--- config.mk ---
export PLATFORM = sky130hd
export DESIGN_NAME = dac_hold_bank
export DESIGN_NICKNAME = d
export VERILOG_FILES = /design/src/rtl/dac_hold_pkg.sv /design/src/rtl/dac_sync_fall.sv /design/src/rtl/dac_chan.sv /design/src/rtl/dac_hold_bank.sv
export SDC_FILE = /design/constraint.sdc
export NUM_CORES = 1
export LEC_CHECK = 0
export BUFFER_PORTS_ARGS = -buffer_cell sky130_fd_sc_hd__buf_2
export CAP_MARGIN = 5
export CORE_AREA = 5 5 132 134
export CTS_CLUSTER_SIZE = 40
export DETAILED_ROUTE_END_ITERATION = 10
export DIE_AREA = 0 0 137 139
export PLACE_DENSITY = 0.76
export SYNTH_ARGS = -nofsm -noshare
export SYNTH_HDL_FRONTEND = slang
export SYNTH_SLANG_ARGS = --single-unit
--- constraint.sdc ---
create_clock -name clk_i -period 1.7 [get_ports clk_i]
set_input_delay 0.17 -clock clk_i [delete_from_list [all_inputs] [get_ports clk_i]]
set_output_delay 0.17 -clock clk_i [all_outputs]
set_load 0.005 [all_outputs]
--- src/rtl/dac_hold_pkg.sv ---
package dac_hold_pkg;
  typedef enum logic [1:0] {
    CC_ZERO = 2'b00,
    CC_MID  = 2'b01,
    CC_FULL = 2'b10,
    CC_RSVD = 2'b11
  } clr_sel_e;

  function automatic logic [11:0] clr_code(input clr_sel_e sel);
    case (sel)
      CC_MID:  clr_code = 12'h800;
      CC_FULL: clr_code = 12'hFFF;
      default: clr_code = 12'h000;
    endcase
  endfunction
endpackage

--- src/rtl/dac_sync_fall.sv ---
module dac_sync_fall #(
  parameter int unsigned STAGES = 2
) (
  input  logic clk_i,
  input  logic rst_ni,
  input  logic async_i,
  output logic level_o,
  output logic fall_o
);
  logic [STAGES-1:0] sync_q;
  logic              prev_q;

  always_ff @(posedge clk_i or negedge rst_ni) begin
    if (!rst_ni) begin
      sync_q <= '1;
      prev_q <= 1'b1;
    end else begin
      sync_q <= {sync_q[STAGES-2:0], async_i};
      prev_q <= sync_q[STAGES-1];
    end
  end

  assign level_o = sync_q[STAGES-1];
  assign fall_o  = prev_q & ~sync_q[STAGES-1];
endmodule

--- src/rtl/dac_chan.sv ---
module dac_chan #(
  parameter int unsigned DATA_W = 12
) (
  input  logic              clk_i,
  input  logic              rst_ni,
  input  logic              wr_hit_i,
  input  logic [DATA_W-1:0] wr_data_i,
  input  logic              load_act_i,
  input  logic              clr_fall_i,
  input  logic [DATA_W-1:0] clr_val_i,
  output logic [DATA_W-1:0] dac_o,
  output logic              pend_o
);
  logic [DATA_W-1:0] in_q, dac_q;
  logic              pend_q;

  always_ff @(posedge clk_i or negedge rst_ni) begin
    if (!rst_ni) begin
      in_q   <= '0;
      dac_q  <= '0;
      pend_q <= 1'b0;
    end else if (clr_fall_i) begin
      // clear beats a concurrent write
      in_q   <= clr_val_i;
      dac_q  <= clr_val_i;
      pend_q <= 1'b0;
    end else begin
      if (load_act_i && pend_q) begin
        dac_q  <= in_q;
        pend_q <= 1'b0;
      end
      if (wr_hit_i) begin
        in_q   <= wr_data_i;
        pend_q <= 1'b1;
      end
    end
  end

  assign dac_o  = dac_q;
  assign pend_o = pend_q;
endmodule

--- src/rtl/dac_hold_bank.sv ---
module dac_hold_bank #(
  parameter int unsigned NUM_CH      = 8,
  parameter int unsigned DATA_W      = 12,
  parameter int unsigned SYNC_STAGES = 2,
  localparam int unsigned CH_W       = (NUM_CH > 1) ? $clog2(NUM_CH) : 1,
  localparam int unsigned OUT_W      = NUM_CH * DATA_W
) (
  input  logic              clk_i,
  input  logic              rst_ni,
  input  logic              wr_en_i,
  input  logic [CH_W-1:0]   wr_ch_i,
  input  logic [DATA_W-1:0] wr_data_i,
  input  logic              cc_we_i,
  input  logic [1:0]        cc_sel_i,
  input  logic              load_ni,
  input  logic              clear_ni,
  output logic [OUT_W-1:0]  dac_o
);
  import dac_hold_pkg::*;

  logic        load_s, load_fall_unused;
  logic        clr_s, clr_fall;
  logic        load_act;
  clr_sel_e    cc_q;
  logic [DATA_W-1:0] clr_val;
  logic [NUM_CH-1:0] pend_q;

  dac_sync_fall #(.STAGES(SYNC_STAGES)) i_sync_load (
    .clk_i(clk_i), .rst_ni(rst_ni), .async_i(load_ni),
    .level_o(load_s), .fall_o(load_fall_unused)
  );

  dac_sync_fall #(.STAGES(SYNC_STAGES)) i_sync_clr (
    .clk_i(clk_i), .rst_ni(rst_ni), .async_i(clear_ni),
    .level_o(clr_s), .fall_o(clr_fall)
  );

  always_ff @(posedge clk_i or negedge rst_ni) begin
    if (!rst_ni)      cc_q <= CC_ZERO;
    else if (cc_we_i) cc_q <= clr_sel_e'(cc_sel_i);
  end

  // 12-bit codes; wider data keeps the same fraction of full scale
  always_comb begin
    clr_val = '0;
    case (cc_q)
      CC_MID:  clr_val[DATA_W-1] = 1'b1;
      CC_FULL: clr_val = '1;
      default: clr_val = '0;
    endcase
  end

  // load is level sensitive and blocked while clear is held low
  assign load_act = ~load_s & clr_s;

  for (genvar g = 0; g < NUM_CH; g++) begin : g_ch
    dac_chan #(.DATA_W(DATA_W)) i_chan (
      .clk_i      (clk_i),
      .rst_ni     (rst_ni),
      .wr_hit_i   (wr_en_i && (wr_ch_i == CH_W'(g))),
      .wr_data_i  (wr_data_i),
      .load_act_i (load_act),
      .clr_fall_i (clr_fall),
      .clr_val_i  (clr_val),
      .dac_o      (dac_o[g*DATA_W +: DATA_W]),
      .pend_o     (pend_q[g])
    );
  end
endmodule

# Yosys cells after proc, flatten, opt, wreduce, memory -nomap -nowiden

Cells that the tools add are included.

Output and inout port bits: 96
Word-level logic and storage cells: 141
Register bits: 207
Bits of input ports: 23

Muxes and demuxes: 58
Equality and inequality tests: 9
Reduce and logical (&&, ||, !) cells: 42
Bitwise operators: 4

Operators with widths:

| cell                 | count |
|---|---|
| $mux W12             | 32 |
| $reduce_bool A2 Y1   | 16 |
| $mux W1              | 25 |
| $reduce_bool A3 Y1   | 8 |
| $logic_and A1 B1 Y1  | 16 |
| $eq A3 B3 Y1 const B | 4 |
| $mux W11             | 1 |
| $eq A3 B2 Y1 const B | 2 |
| $eq A3 B1 Y1 const B | 1 |
| $logic_not A3 Y1     | 1 |
| $and A1 B1 Y1        | 2 |
| $eq A2 B1 Y1 const B | 1 |
| $eq A2 B2 Y1 const B | 1 |
| $not A1 Y1           | 2 |
| $reduce_or A2 Y1     | 1 |

# Depth between registers and ports, before layout

Depth after elaboration: 6
Depth in mapped cells: 8
Mapped depth without buffers: 5

# Modules after synthesis

A second synthesis with hierarchy kept.

Cell total of the unflattened synthesis: 808
Area, all modules: 10400.0 sq um

By module, submodules not included:

| module        | area each (sq um) | cells each | seq. area each (sq um) | times used |
|---|---|---|---|---|
| dac_chan      | 1252.5            | 98         | 625.6                  | 8 |
| dac_hold_bank | 195.2             | 16         | 50.0                   | 1 |
| dac_sync_fall | 92.6              | 4          | 78.8                   | 2 |

# Least setup slack after synthesis

No wires, ideal clock.

Kind: flip-flop to flip-flop
Start point: register i_sync_clr.sync_q[1]
End point: register g_ch[7].i_chan.in_q[0]
Cell stages (with the launch flop): 6
Library setup time: 0.125 ns
Clock period less this slack: 1.555 ns
Buffers on the path: 2
Required time: 1.575 ns
Arrival time: 1.430 ns
Setup slack: 0.145 ns
Path through: dfstp_2 > and3b_1 > buf_6 > buf_6 > a21o_4 > mux2_4

Word-level cells in the longest chain between the ends: 3
Elaborated cells between the ends (all ways): 4
Classes of those cells: mux (1); bitwise (2); reduce/logical (1)

RTL lines:

| element                                        | RTL line            | RTL |
|---|---|---|
| start, declared                                | dac_sync_fall.sv:10 | `logic [STAGES-1:0] sync_q;` |
| start signal, assigned                         | dac_sync_fall.sv:18 | `sync_q <= {sync_q[STAGES-2:0], async_i};` |
| $not A1 Y1 (*)                                 | dac_sync_fall.sv:24 | `assign fall_o = prev_q & ~sync_q[STAGES-1];` |
| $and A1 B1 Y1 (*)                              | dac_sync_fall.sv:24 |  |
| $mux W12 or $reduce_bool A2 Y1 (tied branches) | --                  |  |
| end signal, assigned                           | dac_chan.sv:24      | `in_q <= clr_val_i;` |
| end signal, assigned                           | dac_chan.sv:33      | `in_q <= wr_data_i;` |
| end, declared                                  | dac_chan.sv:14      | `logic [DATA_W-1:0] in_q, dac_q;` |

Every way passes the cells marked *; elsewhere a longest branch is shown, timed or not.
A chain may end at the register's enable or synchronous reset.

# Worst setup path in the final report

Start point: register i_sync_clr.prev_q
End point: register g_ch[4].i_chan.in_q[10]

Word-level cells in the longest chain between the ends: 2
Elaborated cells between the ends (all ways): 3
Classes of those cells: mux (1); bitwise (1); reduce/logical (1)

RTL lines:

| element                                        | RTL line            | RTL |
|---|---|---|
| start, declared                                | dac_sync_fall.sv:11 | `logic prev_q;` |
| start signal, assigned                         | dac_sync_fall.sv:19 | `prev_q <= sync_q[STAGES-1];` |
| $and A1 B1 Y1 (*)                              | dac_sync_fall.sv:24 |  |
| $mux W12 or $reduce_bool A2 Y1 (tied branches) | --                  |  |
| end signal, assigned                           | dac_chan.sv:24      |  |
| end signal, assigned                           | dac_chan.sv:33      |  |
| end, declared                                  | dac_chan.sv:14      |  |

Marked as above.

==> impl_metrics.toml <==
[status]
run_status = "finished with violations"
violations_in_the_final_reports = "setup timing"

[die]
die_h_um = 139
die_width_um = 137
io_pins = 119
core_area_sq_um = 16200
initial_core_utilization = 0.563
die_area_sq_um = 19000
core.rowCount = 47

[layout]
post_synthesis_to_final_layout_area_growth_pct = 23.0
final_util = 0.692
share_of_post_route_cells_with_drive_strength_above_1 = 0.387
antenna_cells = 0
final_net_count = 899
area_of_the_multi_input_gates_sq_um = 3610
final_cell_area_sq_um = 11200
nFillCells = 1110
stdcell_count = 1108
sequential_cell_area_sq_um = 5190

[detailed_routing]
pre_antenna_drt_iters = 5
drtAntennaViolNets = 0
initialDrtViolationCount = 589
drc = 0
wl_per_cell_um = 22.5
wirelength_um = 24900
vias_per_cell = 6.11
vias = 6768

[synthesis]
synthTopCellsByArea = "sky130_fd_sc_hd__dfrtp_1 (56%), sky130_fd_sc_hd__a21oi_1 (10%), sky130_fd_sc_hd__mux2_4 (9.9%), sky130_fd_sc_hd__a211oi_1 (7.3%), sky130_fd_sc_hd__mux2_2 (4.6%)"
postSynthCellCount = 728
syn-mean-instance-area_sq_um = 12.5
synth_top_area_share = 0.555
synth.yosys.seq_area_share = 0.570
synth_register_bits = 207
synth_cell_type_count = 31
synthesis.area_sq_um = 9100
synthDominantAreaCellType = "sky130_fd_sc_hd__dfrtp_1"
synth_warnings = 0
post_synthesis_net_count = 752

[hold_path]
hold_path_class = "in -> reg"
hold_start = "wr_ch_i[0]"

[critical_path]
cp_slowest_stage_delay_ns = 0.59
worst-endpoint-required_ns = 2.07
critical_path_peak_fanout = 11
reg2reg_from = "i_sync_clr.prev_q$_DFF_PN1_"
crit_family = "flip-flops"
critical-path-slowest-cell = "sky130_fd_sc_hd__dfstp_2"
worst_setup_path_end_kind = "flop"
path_class = "reg -> reg"
start_kind = "flop"
setup.worst_path.start = "i_sync_clr.prev_q$_DFF_PN1_"
crit_chain = "nor2b_4 > a31o_1 > buf_12 > mux2_4"
crit_arrival_ns = 2.12
worst-path-buf-inv = 1

[sta]
timing.fmax_ghz = 0.572
finalHoldViolations = 0
fin_ws_ns = -0.0482
finalMaxSlewViolations = 0
final-setup-viol-count = 41
period_needed_ns = 1.75
slew_at_the_pin_closest_to_its_max_slew_limit_ns = 0.533
final.period_utilization = 1.03
rsz_0062_raised_after_global_routing = "true"
finalHoldWorstSlack_ns = 0.0756
skew_ns = 0.0109
max-slew-margin-rel = 0.645

[grt]
via_count_of_the_first_global_routing_pass = 6982
globalRouteOverflowTotal = 0
grt_max_degree = 73
grt_pass1_wl_um = 39100
antenna_found_initial = 0
gr_usage_total = 0.256

[power]
fin_total_pwr_mw = 14.0
cellPowerDensity_nw_per_um2 = 1250
static_leak_nw = 5.10
vdd.ir_drop.worst_mv = 0.818

[cts]
clock_path_buffers = 3
clock_sinks = 207
cts_inserted_buffers = 22
clk_root_buffer_cell = "sky130_fd_sc_hd__clkbuf_16"
tritoncts_clock_tree = "yes"
clock_latency_ns = 0.49
path_clk_slew_ns = 0.06
htree_num_levels = 1

[placed_design]
numPlacedInstances = 1048
postPlaceCellArea_sq_um = 10100
buffer_ports.inserted = 118
gp_congestion = 0.863
place.detailed.hpwl_um = 15700

[run]
max-cap-violations = 0
cell usage in the layout (no fill, tap or decap), types with 2 or more instances in the layout:
| master | netlist | routed |
|---|---|---|
| sky130_fd_sc_hd__mux2_2 | 37 | 21 |
| sky130_fd_sc_hd__buf_2 | 38 | 117 |
| sky130_fd_sc_hd__nand4bb_1 | 2 | 2 |
| sky130_fd_sc_hd__clkbuf_1 | 14 | 5 |
| sky130_fd_sc_hd__a32oi_1 | 2 | 2 |
| sky130_fd_sc_hd__inv_1 | 10 | 10 |
| sky130_fd_sc_hd__buf_12 | 0 | 10 |
| sky130_fd_sc_hd__a211oi_1 | 88 | 84 |
| sky130_fd_sc_hd__buf_6 | 13 | 8 |
| sky130_fd_sc_hd__dlygate4sd3_1 | 0 | 8 |
| sky130_fd_sc_hd__buf_4 | 8 | 47 |
| sky130_fd_sc_hd__nor2_1 | 3 | 3 |
| sky130_fd_sc_hd__mux2_4 | 60 | 76 |
| sky130_fd_sc_hd__clkinv_2 | 0 | 4 |
| sky130_fd_sc_hd__mux2i_1 | 8 | 8 |
| sky130_fd_sc_hd__a21o_4 | 4 | 8 |
| sky130_fd_sc_hd__nor2b_4 | 0 | 2 |
| sky130_fd_sc_hd__a21o_1 | 16 | 12 |
| sky130_fd_sc_hd__clkbuf_16 | 0 | 25 |
| sky130_fd_sc_hd__a31o_4 | 1 | 2 |
| sky130_fd_sc_hd__nand2_1 | 11 | 11 |
| sky130_fd_sc_hd__nand4b_1 | 3 | 3 |
| sky130_fd_sc_hd__dfrtp_1 | 202 | 202 |
| sky130_fd_sc_hd__a21oi_1 | 190 | 189 |
| sky130_fd_sc_hd__dfstp_2 | 5 | 5 |
| sky130_fd_sc_hd__clkbuf_8 | 0 | 5 |
| sky130_fd_sc_hd__a211oi_2 | 0 | 4 |
flip-flops by register name, indices dropped and copies added (netlist names):
signal and flops:
g_ch.i_chan.pend_o 8, i_sync_clr.sync_q 2, cc_q 2, i_sync_load.sync_q 2
g_ch.i_chan.in_q 96, g_ch.i_chan.dac_o 96, i_sync_clr.prev_q 1
worst paths after layout:
| check | endpoint | slack [ns] | depth (start not counted) |
|---|---|---|---|
| worst min register to register | i_sync_load.sync_q[1]$_DFF_PN1_ | 0.36 | 0 |
| worst max register to register | g_ch[4].i_chan.in_q[10]$_DFFE_PN0P_ | -0.05 | 4 |
| worst max-delay path | g_ch[4].i_chan.in_q[10]$_DFFE_PN0P_ | -0.05 | 4 |
| max in group asynchronous | g_ch[3].i_chan.in_q[8]$_DFFE_PN0P_ | 0.77 | 3 |
| worst min-delay path | g_ch[3].i_chan.pend_o$_DFFE_PN0P_ | 0.08 | 3 |
| min in group asynchronous | g_ch[7].i_chan.in_q[2]$_DFFE_PN0P_ | 0.18 | 2 |
power breakdown:
part | internal (mW) | switching [mW] | total (mW)
registers | 5.89 | 0.639 | 6.53
logic | 1.55 | 1.43 | 2.99
clock network | 2.64 | 1.89 | 4.53
synthesized netlist by cell type (all sizes together):
cell     count
nand4        1
a21oi      190
mux2        97
ha           1
a21o        20
nand4b       3
a211oi      88
dfstp        5
or2b         1
nand4bb      2
and3b        1
nor2         3
nand2       13
a32oi        2
buf         60
clkbuf      14
dfrtp      202
inv         10
nor2b        2
nor3b        1
mux2i        8
a31o         2
o21ai        1
nand2b       1
cells by family after synthesis:
logic type	Yosys count	share of synthesized area
flops	207	0.570
buf+inv	84	0.0539
mux	105	0.153
fa+ha+maj	1	0.00137
compound gates	303	0.202
simple gates	28	0.0195
metrics by stage:
step	setup TNS (ns)	worst slack, ns
6_report	-0.673	-0.0482
5_1_grt	-2.82	-0.0866
4_1_cts	-0.514	-0.0294
3_5_place_dp	-5.24	-0.173
3_3_place_gp	-3.31	-0.110
2_1_floorplan	0	0.145
routing by layer:
| layer | up-vias | wire length (um) | track usage |
|---|---|---|---|
| met1 | 3449 | 10400 | 0.357 |
| met3 | 54 | 1690 | 0.0377 |
| li1 | 2980 | - | - |
| met2 | 285 | 12200 | 0.416 |
| met4 | 0 | 670 | 0.0809 |
| met5 | - | 0 | 0 |
area by class of cell:
type                    count  share of cell area
clock buffers              32              0.0580
clock inverters             5             0.00246
inverters                  10             0.00335
multi-input cells         440               0.323
flip-flops and latches    207               0.463
well taps                 220              0.0246
repair buffers            194               0.126
worst register-to-register path, delay by kind of cell, from the launching register on:
kind                   cells  cell delay [ns]
AOI/OAI and AO/OA          1             0.24
buffers and inverters      1             0.18
DFF                        1             0.59
muxes                      1             0.31
and+or+nand+nor            1             0.31
repair_timing:
action                                  CTS  global route
pin swaps                                 0             2
setup buffers                             3             6
endpoints found under the hold margin    55             1
endpoints found under the setup margin   81           174
gates cloned                              3             3
gates resized for setup                  26            18
hold buffers                              8             1
(Power assumes the default switching activity.)
